<file path="src/rtl/tvec_pkg.sv">
package tvec_pkg;

  // Legal operating modes of the trap vector register
  typedef enum logic [1:0] {
    MODE_DIRECT   = 2'd0,
    MODE_VECTORED = 2'd1
  } tvec_mode_e;

  // True for the mode encodings the register may hold
  function automatic logic mode_is_legal(input logic [1:0] m);
    return (m == 2'd0) || (m == 2'd1);
  endfunction

endpackage

</file>
<file path="src/rtl/tvec_csr.sv">
module tvec_csr
  import tvec_pkg::*;
#(
  parameter int XLEN       = 32,
  parameter int ALIGN_LOG2 = 7
) (
  input  logic            clk,
  input  logic            rst_n,
  input  logic            wr_en,
  input  logic [XLEN-1:0] wdata,
  output tvec_mode_e      mode_q,
  output logic [XLEN-3:0] base_q
);

  // Number of base-field bits cleared for vectored alignment
  localparam int CLR_BITS = ALIGN_LOG2 - 2;

  logic [XLEN-3:0] align_mask;
  tvec_mode_e      nxt_mode;
  logic [XLEN-3:0] nxt_base;

  generate
    if (CLR_BITS > 0) begin : g_mask
      assign align_mask = {{(XLEN-2-CLR_BITS){1'b0}}, {CLR_BITS{1'b1}}};
    end else begin : g_nomask
      assign align_mask = '0;
    end
  endgenerate

  // Legalize: a reserved mode is dropped, and a vectored base is aligned
  always_comb begin
    nxt_mode = mode_is_legal(wdata[1:0]) ? tvec_mode_e'(wdata[1:0]) : mode_q;
    nxt_base = wdata[XLEN-1:2];
    if (nxt_mode == MODE_VECTORED) nxt_base = nxt_base & ~align_mask;
  end

  always_ff @(posedge clk) begin
    if (!rst_n) begin
      mode_q <= MODE_DIRECT;
      base_q <= '0;
    end else if (wr_en) begin
      mode_q <= nxt_mode;
      base_q <= nxt_base;
    end
  end

endmodule

</file>
<file path="src/rtl/tvec_target.sv">
module tvec_target
  import tvec_pkg::*;
#(
  parameter int XLEN    = 32,
  parameter int CAUSE_W = 5
) (
  input  tvec_mode_e          mode,
  input  logic [XLEN-3:0]     base,
  input  logic                trap_valid,
  input  logic                trap_is_irq,
  input  logic [CAUSE_W-1:0]  trap_cause,
  output logic                vec_hit,
  output logic [XLEN-1:0]     target
);

  // Byte offset of a vector slot: four bytes per cause code
  function automatic logic [XLEN-1:0] slot_offset(input logic [CAUSE_W-1:0] c);
    return {{(XLEN-CAUSE_W-2){1'b0}}, c, 2'b00};
  endfunction

  logic [XLEN-1:0] base_addr;

  assign base_addr = {base, 2'b00};
  assign vec_hit   = trap_valid && trap_is_irq && (mode == MODE_VECTORED);

  always_comb begin
    if (!trap_valid)  target = '0;
    else if (vec_hit) target = base_addr + slot_offset(trap_cause);
    else              target = base_addr;
  end

endmodule

</file>
<file path="src/rtl/tvec_gen.sv">
module tvec_gen
  import tvec_pkg::*;
#(
  parameter int XLEN       = 32,
  parameter int CAUSE_W    = 5,
  parameter int ALIGN_LOG2 = 7
) (
  input  logic               clk,
  input  logic               rst_n,
  input  logic               csr_sel,
  input  logic               csr_we,
  input  logic [XLEN-1:0]    csr_wdata,
  output logic [XLEN-1:0]    csr_rdata,
  input  logic               trap_valid,
  input  logic               trap_is_irq,
  input  logic [CAUSE_W-1:0] trap_cause,
  output logic [XLEN-1:0]    trap_target
);

  tvec_mode_e      mode_q;
  logic [XLEN-3:0] base_q;
  logic [1:0]      mode_bits;
  logic            csr_write;
  logic            vec_hit;

  assign csr_write = csr_sel & csr_we;
  assign mode_bits = mode_q;

  tvec_csr #(.XLEN(XLEN), .ALIGN_LOG2(ALIGN_LOG2)) u_csr (
    .clk    (clk),
    .rst_n  (rst_n),
    .wr_en  (csr_write),
    .wdata  (csr_wdata),
    .mode_q (mode_q),
    .base_q (base_q)
  );

  tvec_target #(.XLEN(XLEN), .CAUSE_W(CAUSE_W)) u_tgt (
    .mode        (mode_q),
    .base        (base_q),
    .trap_valid  (trap_valid),
    .trap_is_irq (trap_is_irq),
    .trap_cause  (trap_cause),
    .vec_hit     (vec_hit),
    .target      (trap_target)
  );

  assign csr_rdata = csr_sel ? {base_q, mode_bits} : '0;

endmodule

</file>
<file path="config.mk">
export PLATFORM = sky130hd
export DESIGN_NAME = tvec_gen
export DESIGN_NICKNAME = d
export VERILOG_FILES = /design/src/rtl/tvec_pkg.sv /design/src/rtl/tvec_csr.sv /design/src/rtl/tvec_target.sv /design/src/rtl/tvec_gen.sv
export SDC_FILE = /design/constraint.sdc
export NUM_CORES = 1
export LEC_CHECK = 0
export ABC_AREA = 0
export CORE_MARGIN = 2
export CORE_UTILIZATION = 46
export DETAILED_ROUTE_END_ITERATION = 7
export PLACE_DENSITY = 0.87
export SYNTH_ARGS = -nofsm -noshare
export SYNTH_HDL_FRONTEND = slang
export SYNTH_HIERARCHICAL = 1
export SYNTH_SLANG_ARGS = --single-unit
</file>
<file path="constraint.sdc">
create_clock -name clk -period 8.55 [get_ports clk]
set_input_delay 2.565 -clock clk [delete_from_list [all_inputs] [get_ports clk]]
set_output_delay 2.565 -clock clk [all_outputs]
set_load 0.02 [all_outputs]
</file>
After elaboration in Yosys (flattened, before gate mapping):

Index checks and enable logic that the tools add are counted.

* output and inout port bits: 64
* logic and storage cells: 16
* flip-flop bits (word level): 32

* eq/ne operators: 3
* reductions and logical operators: 4
* muxes and demuxes: 5
* add/subtract/negate cells: 1
* bitwise logic cells: 1

Operators with widths (number)
* $mux 32: 3
* $add 32x7->32: 1
* $eq 2x1->1 const B: 3
* $mux 5: 1
* $logic_and 1x1->1: 2
* $logic_not 2->1: 1
* $mux 2: 1
* $and 1x1->1: 1
* $logic_or 1x1->1: 1

Logic depth before layout (Yosys ltp):

* depth after elaboration: 5
* gate-level depth with buffers: 8
* depth with buffers taken out: 7

Modules after synthesis:

Netlist, hierarchy kept.

By module, submodules not included
* tvec_csr: area each 1208.7 um^2, cells an instance 102, times used 1, sequential area each 640.6 um^2
* tvec_target: area each 964.7 um^2, cells an instance 147, times used 1, sequential area each 0.0 um^2
* tvec_gen: area each 262.8 um^2, cells an instance 36, times used 1, sequential area each 0.0 um^2

Least setup slack after synthesis:

No wires, ideal clock.

* path type: in2out
* start: in trap_cause[0]
* end: out trap_target[24]
* path buffers: 1
* data arrival time: 4.568 ns
* setup slack: 1.417 ns
* data required time: 5.985 ns
* stages on the path: 8
* cells stage by stage: ha_1 > fa_1 > a211o_1 > a21oi_1 > clkbuf_1 > nor4_1 > xnor2_1 > nor2_1

* word-level cells in the longest chain between the ends: 3

RTL lines
* from (decl): line tvec_gen.sv:16 `input logic [CAUSE_W-1:0] trap_cause,`
* $add 32x7->32: line tvec_target.sv:28 `else if (vec_hit) target = base_addr + slot_offset(trap_cause);`
* $mux 32: line tvec_target.sv:28
* $mux 32: line tvec_target.sv:27 `if (!trap_valid) target = '0;`
* to (decl): line tvec_gen.sv:17 `output logic [XLEN-1:0] trap_target`

No other way between the ends.

Worst setup path after layout:

* start: in trap_cause[1]
* end: out trap_target[31]

The elaborated chain is that of the path after synthesis.

==> metrics.md <==
| Metric | Value |
|---|---|
| Initial antenna violation count | 0 |
| CTS buffer count | 5 |
| CTS Root Cell | clkbuf_8 |
| Final setup viols | 0 |
| CP arrival | 5.50 ns |
| Post-cts sizing count | 0 |
| Synth area leaders | dfxtp_1 (26%), mux2i_1 (11%), and2_2 (10%), xnor2_1 (6.8%), nor2b_1 (6.7%) |
| Cell taking the most area after synthesis | dfxtp_1 |
| Core area | a little over 5000 sq um |
| Worst Hold Margin | 0.469 ns |
| Multi-input gate area | approximately 1700 sq um |
| Tcrit/Tclk final | 0.943 |
| Inserted Diodes | 0 |
| Total iterations of the first detailed-routing run | 4 |
| Reg2reg start | u_csr/mode_q[0] |
| DRT iter0 DRCs | a little under 100 |
| Post-Route Utilization | 0.694 |
| DP HPWL | 4940 um |
| Design area | approximately 3500 sq um |
| Setup Total Neg Slack | 0 ns |
| Top_reg_cell synth | dfxtp_1 |
| # rows | 26 |
| Via density | 5.22 |
| Synth Instances | 285 |
| CTS tree | done |
| Worst reg-to-reg setup slack | 7.46 ns |
| Synth top area share | 0.263 |
| GRT overflow | 0 |
| Critical path peak fanout | 10 |
| Vias in the first global route | 2,308 |
| Hold endpoint | u_csr/mode_q[1] |
| P&R area growth vs syn | 45.5% |
| # Post-CTS Setup Buffers | 0 |
| Via Count | approximately 2,300 |
| Final worst setup slack | approximately 0.48 ns |
| Final wirelength | 6630 um |
| Clk buf depth | 2 |
| Worst R2R Path Depth | 3 |
| Fill count | 433 |
| Tmin final | 8.07 ns |
| Final net count | around 430 |
| Sequential share of the synthesized area | 0.263 |
| First-pass GRT wire length | 11,200 um |
| Largest net degree at the start of global routing | 34 |
| Final GP Congestion | 0.827 |
| Max Cap Viol | 0 |
| Hold Path Depth | 2 |
| Worst setup SP type | primary input |
| Synthesized area | 2440 sq um |
| Relative slew margins | 0.395 |
| Synthesized area per cell | 8.55 sq um |
| Pwr Density | 103 nW/um^2 |
| Reg-to-reg endpoint | u_csr/base_q[0] |
| Worst-Skew Late Latency | 0.27 ns |
| GRT Total Usage | 0.231 |
| Status | finished clean |
| Final Max Tran Viols | 0 |
| Met2 Routed Length | 3350 um |
| Num ports | around 110 |
| VDD IR max | around 0.066 mV |
| Initial Utilization | 0.477 |
| Final Hold Vio Count | 0 |
| Hold_buf cts | 0 |
| Critical path required time | 5.99 ns |
| RSZ-0062 raised after global routing | no |
| Worst slew pin tran | 0.904 ns |
| Post-synth EDFFs | 0 |
| Async SR Flop Fraction | 0 |
| Setup CP Type | in2out |
| Fmax | 0.124 GHz |
| Seq cells post-synth | 32 |
| Layout cells sized above 1 | 0.124 |
| DRC | 0 |
| DR top layer | met4 |
| DIE AREA | 5890 sq um |
| CP endpoint kind | output pin |
| Hold Startpoint | u_csr/mode_q[1] |
| Die height | between 70 and 80 um |
| Met3 wire len | 400 um |
| Worst-path clk slew | 0.06 ns |
| WL per Instance | between 10 and 15 um |
| Leakage | 0.00125 uW |
| Die Width | 76.8 um |
| Reg area | 641 sq um |
| Wl on met1 | 2850 um |
| Clock Skew | 0.00278 ns |
| Port Buf Inserts | approximately 100 |
| Top post-synthesis cells by count | and2_2 (33), dfxtp_1 (32), mux2i_1 (26), nor2b_1 (26), nor2_1 (20) |
| Yosys cell types | 46 |
| Pre-CTS setup slack | 0.495 ns |
| TritonCTS Sinks | 32 |
| Count leader, synth | and2_2 |
| YS warnings | 6 |
| Antenna-violating nets left | 0 |
| H-tree depth | 2 |
| Post-DP Area | ~3500 sq um |
| Worst hold-check path type | reg2reg |
==> layout make-up <==
cell class | instances | share of cell area
clock buffer | 5 | 0.0194
multi-input combinational | 232 | 0.469
sequential | 32 | 0.181
inverter | 4 | 0.00565
tap | 70 | 0.0247
timing repair buffer | 107 | 0.300
==> power by group <==
group | internal, uW | total (uW) | switching, uW
clock | 52.4 | 104 | 51.5
sequential | 156 | 166 | 9.81
combinational | 52.2 | 94.2 | 42.0
==> sequential cells by signal, indices dropped and copies added (netlist names) <==
register and flops:
u_csr/base_q 30, u_csr/mode_q 2
==> worst max-delay path, stage by stage <==
cell             delay [ns]
clkdlybuf4s50_1        0.45
ha_1                   0.30
a21o_1                 0.13
nand4_1                0.38
and2_1                 0.41
or4_1                  0.48
a21oi_1                0.13
clkdlybuf4s50_1        0.65
==> metrics by stage <==
step           total power (uW)  cells
2_1_floorplan               220    286
3_3_place_gp                262    445
3_5_place_dp                263    445
4_1_cts                     368    450
5_1_grt                     382    450
6_report                    364    450
==> metal layers <==
| metal | global-route usage | vias to the layer above |
|---|---|---|
| met5 | 0 | - |
| met4 | 0.0473 | 0 |
| met3 | 0.0482 | 4 |
| met2 | 0.414 | 80 |
| met1 | 0.286 | 1087 |
| li1 | - | 1177 |
==> cells by family after synthesis <==
| group | count (synthesis) | share of synthesized area |
|---|---|---|
| and+or+nand+nor | 136 | 0.347 |
| AOI/OAI and AO/OA | 41 | 0.117 |
| DFF | 32 | 0.263 |
| muxes | 26 | 0.107 |
| buffers and inverters | 22 | 0.0555 |
| xor gates and xnor gates | 21 | 0.0755 |
| adders and majority gates | 6 | 0.0339 |
| other | 1 | 0.00154 |
==> cells in the final DEF, fill, tap and decap left out, types with 5 or more instances in the layout <==
| master | n |
|---|---|
| nor2b_1 | 26 |
| clkbuf_8 | 5 |
| nor2_1 | 20 |
| mux2i_1 | 26 |
| o21ai_0 | 6 |
| nand3_1 | 9 |
| xnor2_1 | 19 |
| dfxtp_1 | 32 |
| a22o_1 | 5 |
| and2_2 | 33 |
| a2111oi_0 | 5 |
| nand2_1 | 17 |
| ha_1 | 5 |
| a21oi_1 | 11 |
| clkdlybuf4s50_1 | 104 |
==> how the worst max path moves through the flow <==
stage,from,end,slack [ns],depth (start not counted)
4_1_cts,trap_cause[1],trap_target[31],0.48,8
2_1_floorplan,trap_cause[0],trap_target[24],1.42,8
3_3_place_gp,trap_cause[1],trap_target[31],0.52,8
3_5_place_dp,trap_cause[1],trap_target[31],0.50,8
6_report,trap_cause[1],trap_target[31],0.48,8
5_1_grt,trap_cause[1],trap_target[25],0.30,8
No activity file was read; power rests on OpenSTA's default activity.
